[config.mk]
export PLATFORM = sky130hd
export DESIGN_NAME = irq_latch_unit
export DESIGN_NICKNAME = d
export VERILOG_FILES = /design/src/rtl/irq_latch_pkg.sv /design/src/rtl/irq_flag_bank.sv /design/src/rtl/irq_accept_seq.sv /design/src/rtl/irq_read_mux.sv /design/src/rtl/irq_latch_unit.sv
export SDC_FILE = /design/constraint.sdc
export NUM_CORES = 1
export LEC_CHECK = 0
export BUFFER_PORTS_ARGS = -buffer_cell sky130_fd_sc_hd__buf_2
export CAP_MARGIN = 20
export CORE_UTILIZATION = 45
export DETAILED_ROUTE_END_ITERATION = 12
export GPL_ROUTABILITY_DRIVEN = 0
export HOLD_SLACK_MARGIN = 0.15
export PLACE_DENSITY = 0.75
export SLEW_MARGIN = 20
export SYNTH_ARGS = -nofsm -noshare
export SYNTH_HDL_FRONTEND = slang
export SYNTH_SLANG_ARGS = --single-unit
export TNS_END_PERCENT = 30
[constraint.sdc]
create_clock -name clk -period 1.3 [get_ports clk]
set_input_delay 0 -clock clk [delete_from_list [all_inputs] [get_ports clk]]
set_output_delay 0 -clock clk [all_outputs]
set_load 0.02 [all_outputs]
[src/rtl/irq_latch_pkg.sv]
package irq_latch_pkg;

    localparam int REG_W         = 8;
    localparam int NUM_FLAGS     = 16;
    localparam int NUM_BANKS     = NUM_FLAGS / REG_W;
    localparam int ID_W          = 6;
    localparam int NUM_SRC       = 18;
    localparam int ADDR_W        = 2;
    localparam int IDX_W         = $clog2(NUM_FLAGS);
    localparam int ACCEPT_CYCLES = 8;
    localparam int NUM_EXT       = 4;
    localparam int NUM_TMR       = 5;

    // source positions on the request vector
    localparam int SRC_EXT0  = 0;
    localparam int SRC_U0TX  = 4;
    localparam int SRC_U0RX  = 5;
    localparam int SRC_U1TX  = 6;
    localparam int SRC_U1RX  = 7;
    localparam int SRC_SIO   = 8;
    localparam int SRC_TMR0  = 9;
    localparam int SRC_ADC   = 14;
    localparam int SRC_WDOG  = 15;
    localparam int SRC_WTMR  = 16;
    localparam int SRC_BTMR  = 17;

    typedef enum logic [ADDR_W-1:0] {
        ADDR_HI   = 2'd0,
        ADDR_LO   = 2'd1,
        ADDR_ID   = 2'd2,
        ADDR_NONE = 2'd3
    } reg_addr_e;

    typedef struct packed {
        logic             en;
        reg_addr_e        addr;
        logic [REG_W-1:0] data;
    } bus_wr_t;

    // route source pulses onto combined flag positions {high, low}
    function automatic logic [NUM_FLAGS-1:0] src_to_flags(input logic [NUM_SRC-1:0] s);
        logic [NUM_FLAGS-1:0] f;
        f = '0;
        for (int i = 0; i < NUM_EXT; i++) f[NUM_FLAGS-1-i] = s[SRC_EXT0+i];
        f[11] = s[SRC_U0TX] | s[SRC_U0RX];
        f[10] = s[SRC_U1TX] | s[SRC_U1RX];
        f[9]  = s[SRC_SIO];
        for (int i = 0; i < NUM_TMR; i++) f[8-i] = s[SRC_TMR0+i];
        f[3]  = s[SRC_ADC];
        f[2]  = s[SRC_WDOG];
        f[1]  = s[SRC_WTMR];
        f[0]  = s[SRC_BTMR];
        return f;
    endfunction

    function automatic logic [ID_W-1:0] src_to_id(input logic [NUM_SRC-1:0] s);
        return {s[SRC_U0RX], s[SRC_U0TX], s[SRC_U1RX], s[SRC_U1TX], s[SRC_WTMR], s[SRC_WDOG]};
    endfunction

endpackage

[src/rtl/irq_flag_bank.sv]
module irq_flag_bank
    import irq_latch_pkg::*;
#(
    parameter int FLAGS = NUM_FLAGS,
    parameter int IDB   = ID_W,
    parameter int RW    = REG_W
) (
    input  logic             clk,
    input  logic             rst,
    input  logic [FLAGS-1:0] flag_set,
    input  logic [IDB-1:0]   id_set,
    input  logic [FLAGS-1:0] flag_clr,
    input  bus_wr_t          wr,
    output logic [FLAGS-1:0] flags,
    output logic [IDB-1:0]   id_bits
);

    localparam int BANKS = FLAGS / RW;

    logic [FLAGS-1:0] wr_mask;
    logic [FLAGS-1:0] wr_val;
    logic             id_wr;

    // bank g holds flag bits g*RW.. ; the top bank sits at address 0
    for (genvar g = 0; g < BANKS; g++) begin : g_bank
        logic hit;
        assign hit = wr.en && (wr.addr == reg_addr_e'(BANKS - 1 - g));
        assign wr_mask[g*RW +: RW] = {RW{hit}};
        assign wr_val[g*RW +: RW]  = wr.data;
    end

    assign id_wr = wr.en && (wr.addr == ADDR_ID);

    always_ff @(posedge clk) begin
        if (rst) begin
            flags   <= '0;
            id_bits <= '0;
        end else begin
            flags   <= ((flags & ~flag_clr) & ~wr_mask) | (wr_val & wr_mask) | flag_set;
            id_bits <= (id_wr ? wr.data[IDB-1:0] : id_bits) | id_set;
        end
    end

    AST_RESET_CLEAR: assert property (@(posedge clk)
        rst |=> (flags == '0) && (id_bits == '0));

    AST_SET_WINS: assert property (@(posedge clk) disable iff (rst)
        (flag_set != '0) |=> ((flags & $past(flag_set)) == $past(flag_set)));

    AST_ID_STICKY: assert property (@(posedge clk) disable iff (rst)
        !id_wr |=> ((id_bits & $past(id_bits)) == $past(id_bits)));

    AST_ACK_CLEARS: assert property (@(posedge clk) disable iff (rst)
        ((flag_clr != '0) && (wr_mask == '0) && (flag_set == '0))
        |=> ((flags & $past(flag_clr)) == '0));

    AST_HOLD_FLAGS: assert property (@(posedge clk) disable iff (rst)
        ((flag_clr == '0) && (wr_mask == '0)) |=> ((flags & $past(flags)) == $past(flags)));

endmodule

[src/rtl/irq_accept_seq.sv]
module irq_accept_seq
    import irq_latch_pkg::*;
#(
    parameter int DELAY = ACCEPT_CYCLES,
    parameter int FLAGS = NUM_FLAGS
) (
    input  logic                     clk,
    input  logic                     rst,
    input  logic                     pending,
    input  logic                     instr_done,
    input  logic [$clog2(FLAGS)-1:0] ack_idx,
    output logic                     irq_ack,
    output logic [FLAGS-1:0]         flag_clr
);

    localparam int CNT_W = (DELAY > 1) ? $clog2(DELAY) : 1;

    logic             busy;
    logic [CNT_W-1:0] cnt;

    always_ff @(posedge clk) begin
        if (rst) begin
            busy <= 1'b0;
            cnt  <= '0;
        end else if (busy) begin
            if (cnt == '0) busy <= 1'b0;
            else           cnt  <= cnt - 1'b1;
        end else if (instr_done && pending) begin
            busy <= 1'b1;
            cnt  <= CNT_W'(DELAY - 1);
        end
    end

    assign irq_ack  = busy && (cnt == '0);
    assign flag_clr = irq_ack ? (FLAGS'(1) << ack_idx) : '0;

    AST_ACK_SINGLE: assert property (@(posedge clk) disable iff (rst)
        irq_ack |=> !irq_ack);

    AST_START_NEEDS_STROBE: assert property (@(posedge clk) disable iff (rst)
        $rose(busy) |-> ($past(instr_done) && $past(pending)));

    AST_WAIT_HOLDS: assert property (@(posedge clk) disable iff (rst)
        (busy && !irq_ack) |=> busy);

    AST_CLR_ONEHOT: assert property (@(posedge clk) disable iff (rst)
        $onehot0(flag_clr) && (irq_ack == (flag_clr != '0)));

endmodule

[src/rtl/irq_read_mux.sv]
module irq_read_mux
    import irq_latch_pkg::*;
#(
    parameter int FLAGS = NUM_FLAGS,
    parameter int IDB   = ID_W,
    parameter int RW    = REG_W
) (
    input  reg_addr_e        addr,
    input  logic [FLAGS-1:0] flags,
    input  logic [IDB-1:0]   id_bits,
    output logic [RW-1:0]    rdata
);

    always_comb begin
        unique case (addr)
            ADDR_HI: rdata = flags[FLAGS-1 -: RW];
            ADDR_LO: rdata = flags[RW-1:0];
            ADDR_ID: rdata = {{(RW-IDB){1'b0}}, id_bits};
            default: rdata = '0;
        endcase
    end

endmodule

[src/rtl/irq_latch_unit.sv]
module irq_latch_unit
    import irq_latch_pkg::*;
(
    input  logic               clk,
    input  logic               rst,
    input  logic [NUM_SRC-1:0] src_req,
    input  logic [ADDR_W-1:0]  bus_addr,
    input  logic               bus_wr_en,
    input  logic [REG_W-1:0]   bus_wdata,
    output logic [REG_W-1:0]   bus_rdata,
    input  logic               instr_done,
    input  logic [IDX_W-1:0]   ack_idx,
    output logic               irq_pending,
    output logic               irq_ack
);

    bus_wr_t              wr;
    logic [NUM_FLAGS-1:0] flags;
    logic [ID_W-1:0]      id_bits;
    logic [NUM_FLAGS-1:0] flag_clr;

    assign wr.en   = bus_wr_en;
    assign wr.addr = reg_addr_e'(bus_addr);
    assign wr.data = bus_wdata;

    irq_flag_bank u_bank (
        .clk      (clk),
        .rst      (rst),
        .flag_set (src_to_flags(src_req)),
        .id_set   (src_to_id(src_req)),
        .flag_clr (flag_clr),
        .wr       (wr),
        .flags    (flags),
        .id_bits  (id_bits)
    );

    assign irq_pending = |flags;

    irq_accept_seq u_seq (
        .clk        (clk),
        .rst        (rst),
        .pending    (irq_pending),
        .instr_done (instr_done),
        .ack_idx    (ack_idx),
        .irq_ack    (irq_ack),
        .flag_clr   (flag_clr)
    );

    irq_read_mux u_rd (
        .addr    (reg_addr_e'(bus_addr)),
        .flags   (flags),
        .id_bits (id_bits),
        .rdata   (bus_rdata)
    );

    AST_PEND_AFTER_SET: assert property (@(posedge clk) disable iff (rst)
        (src_req != '0) |=> irq_pending);

endmodule

Word-level counts from Yosys, hierarchy flattened
Index checks and enable logic that the tools add are counted.
{ "word_totals": {"romBits": 0, "latch_bits": 0, "word_cells": 38, "mem_count": 0, "reg_bits": 26, "inputBits": 36, "mem_bits_rw": 0} }
{ "op_classes": {"reduce_logical": 10, "muxes": 9, "mul": 0, "magnitude_cmp": 0, "n_eq_ne": 3, "bitwise": 10, "n_div": 0, "n_shift": 1, "add_sub_neg": 1} }
{ "ops": {"columns": ["op", "count"], "rows": [
  ["AND 16 bit", 3],
  ["NOT 16 bit", 2],
  ["OR 16 bit", 2],
  ["case mux 8 bit (3 select lines)", 1],
  ["two-way mux 16 bit", 1],
  ["OR reduction 16 bit", 1],
  ["<< shifter 1 x 4 -> 16 bit, first input constant", 1],
  ["two-way mux 3 bit", 3],
  ["two-way mux 6 bit", 1],
  ["OR 6 bit", 1],
  ["logical AND 1 bit", 5],
  ["zero test 3 bit", 1],
  ["two-way mux 1 bit", 3],
  ["subtractor 3 x 1 -> 3 bit, second input constant", 1],
  ["== test 2 x 1 -> 1 bit, second input constant", 1],
  ["== test 2 bit, second input constant", 1],
  ["zero test 2 bit", 1],
  ["inequality test 2 bit, second input constant", 1],
  ["OR 1 bit", 2],
  ["AND reduction 2 bit", 1],
  ["nonzero test 2 bit", 1]
]} }

Logic depth before layout (Yosys ltp)
{ "logic_depth": {"ltp_word": 8, "ltp_mapped": 7, "ltp_nobuf": 7} }

Hierarchy
From an unflattened synthesis, not the netlist that was laid out.
{ "unflattened": {"hier_cells": 171, "hier_area_um2": 1500.2} }
{ "modules_own_cells": {"columns": ["mod", "instances", "cells_each", "area_each_um2"], "rows": [
  ["irq_flag_bank", 1, 99, 948.4],
  ["irq_accept_seq", 1, 46, 331.6],
  ["irq_read_mux", 1, 19, 176.4],
  ["irq_latch_unit", 1, 7, 43.8]
]} }

Worst setup path before layout
Ideal clock, no wire load.
{ "synth_timing": {"path_type": "register to register", "startpoint": "register u_seq.cnt[0]", "endpoint": "register u_bank.flags[0]", "stages_incl_launch_ff": 7, "path_slack_ns": -0.132, "required_time_ns": 1.174, "arrival_ns": 1.305, "path_buffers": 0, "cell_sequence": "dfxtp_1 > inv_1 > ha_1 > nand3b_4 > or3_4 > o311ai_2 > o21ai_1"} }
{ "synth_via": {"elab_chain_cells": 8} }
{ "synth_rtl": {"columns": ["element", "line_no", "text"], "rows": [
  ["start, declared", "irq_accept_seq.sv:19", "logic [CNT_W-1:0] cnt;"],
  ["start signal, assigned", "irq_accept_seq.sv:27", "else cnt <= cnt - 1'b1;"],
  ["start signal, assigned", "irq_accept_seq.sv:30", "cnt <= CNT_W'(DELAY - 1);"],
  ["zero test 3 bit", "irq_accept_seq.sv:34", "assign irq_ack = busy && (cnt == '0);"],
  ["logical AND 1 bit", "irq_accept_seq.sv:34", null],
  ["two-way mux 16 bit", "irq_accept_seq.sv:35", "assign flag_clr = irq_ack ? (FLAGS'(1) << ack_idx) : '0;"],
  ["NOT 16 bit", "irq_flag_bank.sv:39", "flags <= ((flags & ~flag_clr) & ~wr_mask) | (wr_val & wr_mask) | flag_set;"],
  ["AND 16 bit (2 in a row)", "irq_flag_bank.sv:39", null],
  ["OR 16 bit (2 in a row)", "irq_flag_bank.sv:39", null],
  ["end signal, assigned", "irq_flag_bank.sv:39", null],
  ["end, declared", "irq_flag_bank.sv:14", "output logic [FLAGS-1:0] flags,"]
]} }
No other way between the ends.
A chain may end at the register's enable or synchronous reset.

Final worst setup path
{ "layout_timing": {"startpoint": "register u_bank.flags[14]", "endpoint": "output irq_pending"} }
{ "layout_via": {"elab_chain_cells": 1} }
{ "layout_rtl": {"columns": ["element", "line_no", "text"], "rows": [
  ["OR reduction 16 bit", "irq_latch_unit.sv:37", "assign irq_pending = |flags;"],
  ["end, declared", "irq_latch_unit.sv:13", "output logic irq_pending,"]
]} }
No other way between the ends.

==> results.md <==
- Post-Syn Instances: 166
- Status: finished, violations left
- Multi-input gate area: approximately 830 sq um
- Routed length on met1: roughly 2100 um
- Slew Limit Fails: 0
- Final Hold Fails: 0
- Leakage power total: around 1 nW
- Syn. warnings: 0
- Ant diodes: 0
- P per Cell Area: 864 nW/um^2
- Clk slew on worst S/H paths: 0.14 ns
- Initial antenna violation count: 0
- Hold_ws: a little under 0.2 ns
- Failing checks: DRC, setup timing
- DRT iter0 DRCs: about 160
- CP Capture Type: output port
- HP Class: input port to flip-flop
- Primary FF master, synth: dfxtp_1
- CTS HTree Levels: 1
- # nets final: 311
- CTS sink count: 26
- Layout cell share with drive strength beyond 1: 0.325
- Num CTS Buffers: 3
- Final core utilization: 0.808
- Clock skew after layout: 0.00337 ns
- Finished Layout Cells: ~300
- Num rows: 19
- Crit share post-route: 1.13
- Fin crit period: between 1 and 1.5 ns
- DP Area: between 1500 and 2000 sq um
- Initial Utilization: 0.490
- Number of flops mapped to enable cells by yosys: 0
- Drt via density: between 6 and 7
- Critical Path Start Type: flip-flop
- DR top layer: met4
- Data arrival, critical path: between 1 and 1.5 ns
- Synth Area per Inst: about 8.4 sq um
- Post-DP HPWL: about 3200 um
- Register Area: roughly 530 sq um
- Root Driver: clkbuf_4
- ANT nets after route: 0
- Port Buf Inserts: 45
- RSZ-0062 raised after global routing: true
- Yosys cell types: 35
- Worst setup margin: -0.168 ns
- Wire per inst: ~17 um
- Cell area after synthesis: 1390 sq um
- Cells after DPL: 251
- Pin count of the biggest net entering global routing: 14
- Fillers: 200
- CTS tree: yes
- Number of global-route vias before repair: 1843
- First-pass GRT wire length: 8710 um
- Die Y: 57.5 um
- Pre-antenna DRT Iters: 8
- Total of max-cap violations: 0
- Post-route cell area: between 2000 and 2500 sq um
- Mapped Nets: 204
- Crit Path Category: flip-flop to output port
- Met2 Wirelength: roughly 2600 um
- Die width: ~58 um
- Routed wire length: 5210 um
- Worst slew pin tran: ~0.42 ns
- Die area: 3310 sq um
- Fmax: 681 MHz
- Async SR Flop Fraction: 0
- Final setup viols: 16
- Io pins: 46
- Peak supply drop: between 600 and 700 uV
- GRT Total Usage: 0.348
- Max-slew headroom: 0.719
- Tot Pwr: 0.00197 W
- Met3 wire length: ~360 um
- Worst path required time: between 1 and 1.5 ns
- Register bit count reported by yosys: 26
- Crit-path max FO: 3
- Post-synthesis sequential area ratio: 0.375
- Max Root-Sink Buffers: 2
- Total congestion overflow: 0
- Area grow syn2layout: 64.7%
- Core area: about 2800 sq um
- Clock latency on the worst-skew pair: around 0.34 ns
- # DRC: 3
- Via count: approximately 1800
==> synthesized netlist by cell type, drive strengths merged, types with 2 or more instances <==
library cell,count,area (sq um)
a211oi,3,22.5
a21oi,14,70.1
a311oi,2,17.5
a31oi,7,43.8
buf,3,20.0
clkbuf,3,21.3
dfxtp,26,521
ha,2,25.0
inv,9,33.8
mux2i,8,80.1
nand2,21,78.8
nand2b,2,12.5
nand3,3,15.0
nand3b,3,35.0
nor2,5,26.3
nor4,5,31.3
o211ai,12,90.1
o21ai,24,120
o311ai,4,42.6
==> worst max-delay path, stage by stage, from the launching register on <==
cell     delay, ns
dfxtp_1       0.37
nor4_1        0.33
nand4_1       0.22
buf_2         0.22
==> stage by stage <==
step / worst slack [ns] / TNS (ns)
after floorplan: -0.104 / -0.482
after detailed placement: -0.155 / -0.758
after global placement: -0.0963 / -0.350
after CTS: -0.119 / -1.23
final: -0.168 / -1.34
after global routing: -0.190 / -2.57
==> what timing repair did <==
| item | in CTS | in global routing |
|---|---|---|
| hold buffers | 47 | 0 |
| resized for setup | 17 | 14 |
| endpoints found under the setup margin | 15 | 31 |
| pin swaps | 7 | 6 |
| setup buffers | 1 | 0 |
| hold endpoints to repair | 26 | 0 |
==> state kept, by name (all words and copies together), names as in the netlist <==
register and flops:
u_seq.busy 1, u_bank.flags 16, u_seq.cnt 3, u_bank.id_bits 6
==> final timing paths <==
kind	from	cells after the start	slack, ns	end
worst max-delay path	u_bank.flags[14]$_SDFF_PP0_	3	-0.17	irq_pending
worst min-delay path	rst	5	0.20	u_bank.flags[11]$_SDFF_PP0_
worst max register to register	u_seq.cnt[0]$_SDFFE_PP0P_	6	-0.16	u_bank.flags[0]$_SDFF_PP0_
worst min register to register	u_bank.flags[2]$_SDFF_PP0_	2	0.53	u_bank.flags[2]$_SDFF_PP0_
==> cell type report <==
class	count	share of cell area
Clock buffer	3	0.00985
Inverter	10	0.0170
Multi-Input combinational cell	123	0.361
Sequential cell	26	0.231
Tap cell	31	0.0170
Timing Repair Buffer	109	0.364
==> report_power, final <==
group	internal [W]	switching, W
clock network	0.000109	0.000251
registers	0.000884	0.0000794
logic	0.000339	0.000311
total	0.00133	0.000642
==> cell usage in the layout, fill, tap and decap left out, types with 2 or more instances in the layout <==
cell type,instances
buf_4,17
nor2_1,3
a211oi_1,3
nand2_1,21
a21oi_1,14
nand2b_1,2
o21ai_1,14
dfxtp_2,6
buf_2,44
o211ai_1,12
a31oi_1,7
clkbuf_4,3
o21ai_0,10
dfxtp_1,20
inv_1,7
a311oi_1,2
nand3_1,2
nor4_1,2
dlygate4sd3_1,46
o311ai_1,3
mux2i_1,8
nor4_2,2
inv_2,2
nand3b_1,2
==> kinds of logic after synthesis <==
group / count (synthesis) / share of synthesized area
adder cells (fa/ha/maj): 2 / 0.0180
buffers and inverters: 17 / 0.0640
multiplexers: 8 / 0.0577
AND/OR/NAND/NOR: 46 / 0.186
flip-flops: 26 / 0.375
AO/OA/AOI/OAI: 67 / 0.299
==> layer usage <==
layer	GRT usage	vias up
met5	0	-
met4	0.118	0
met3	0.0476	17
met2	0.611	110
met1	0.433	854
li1	-	835
No activity file was read; power rests on OpenSTA's default activity.
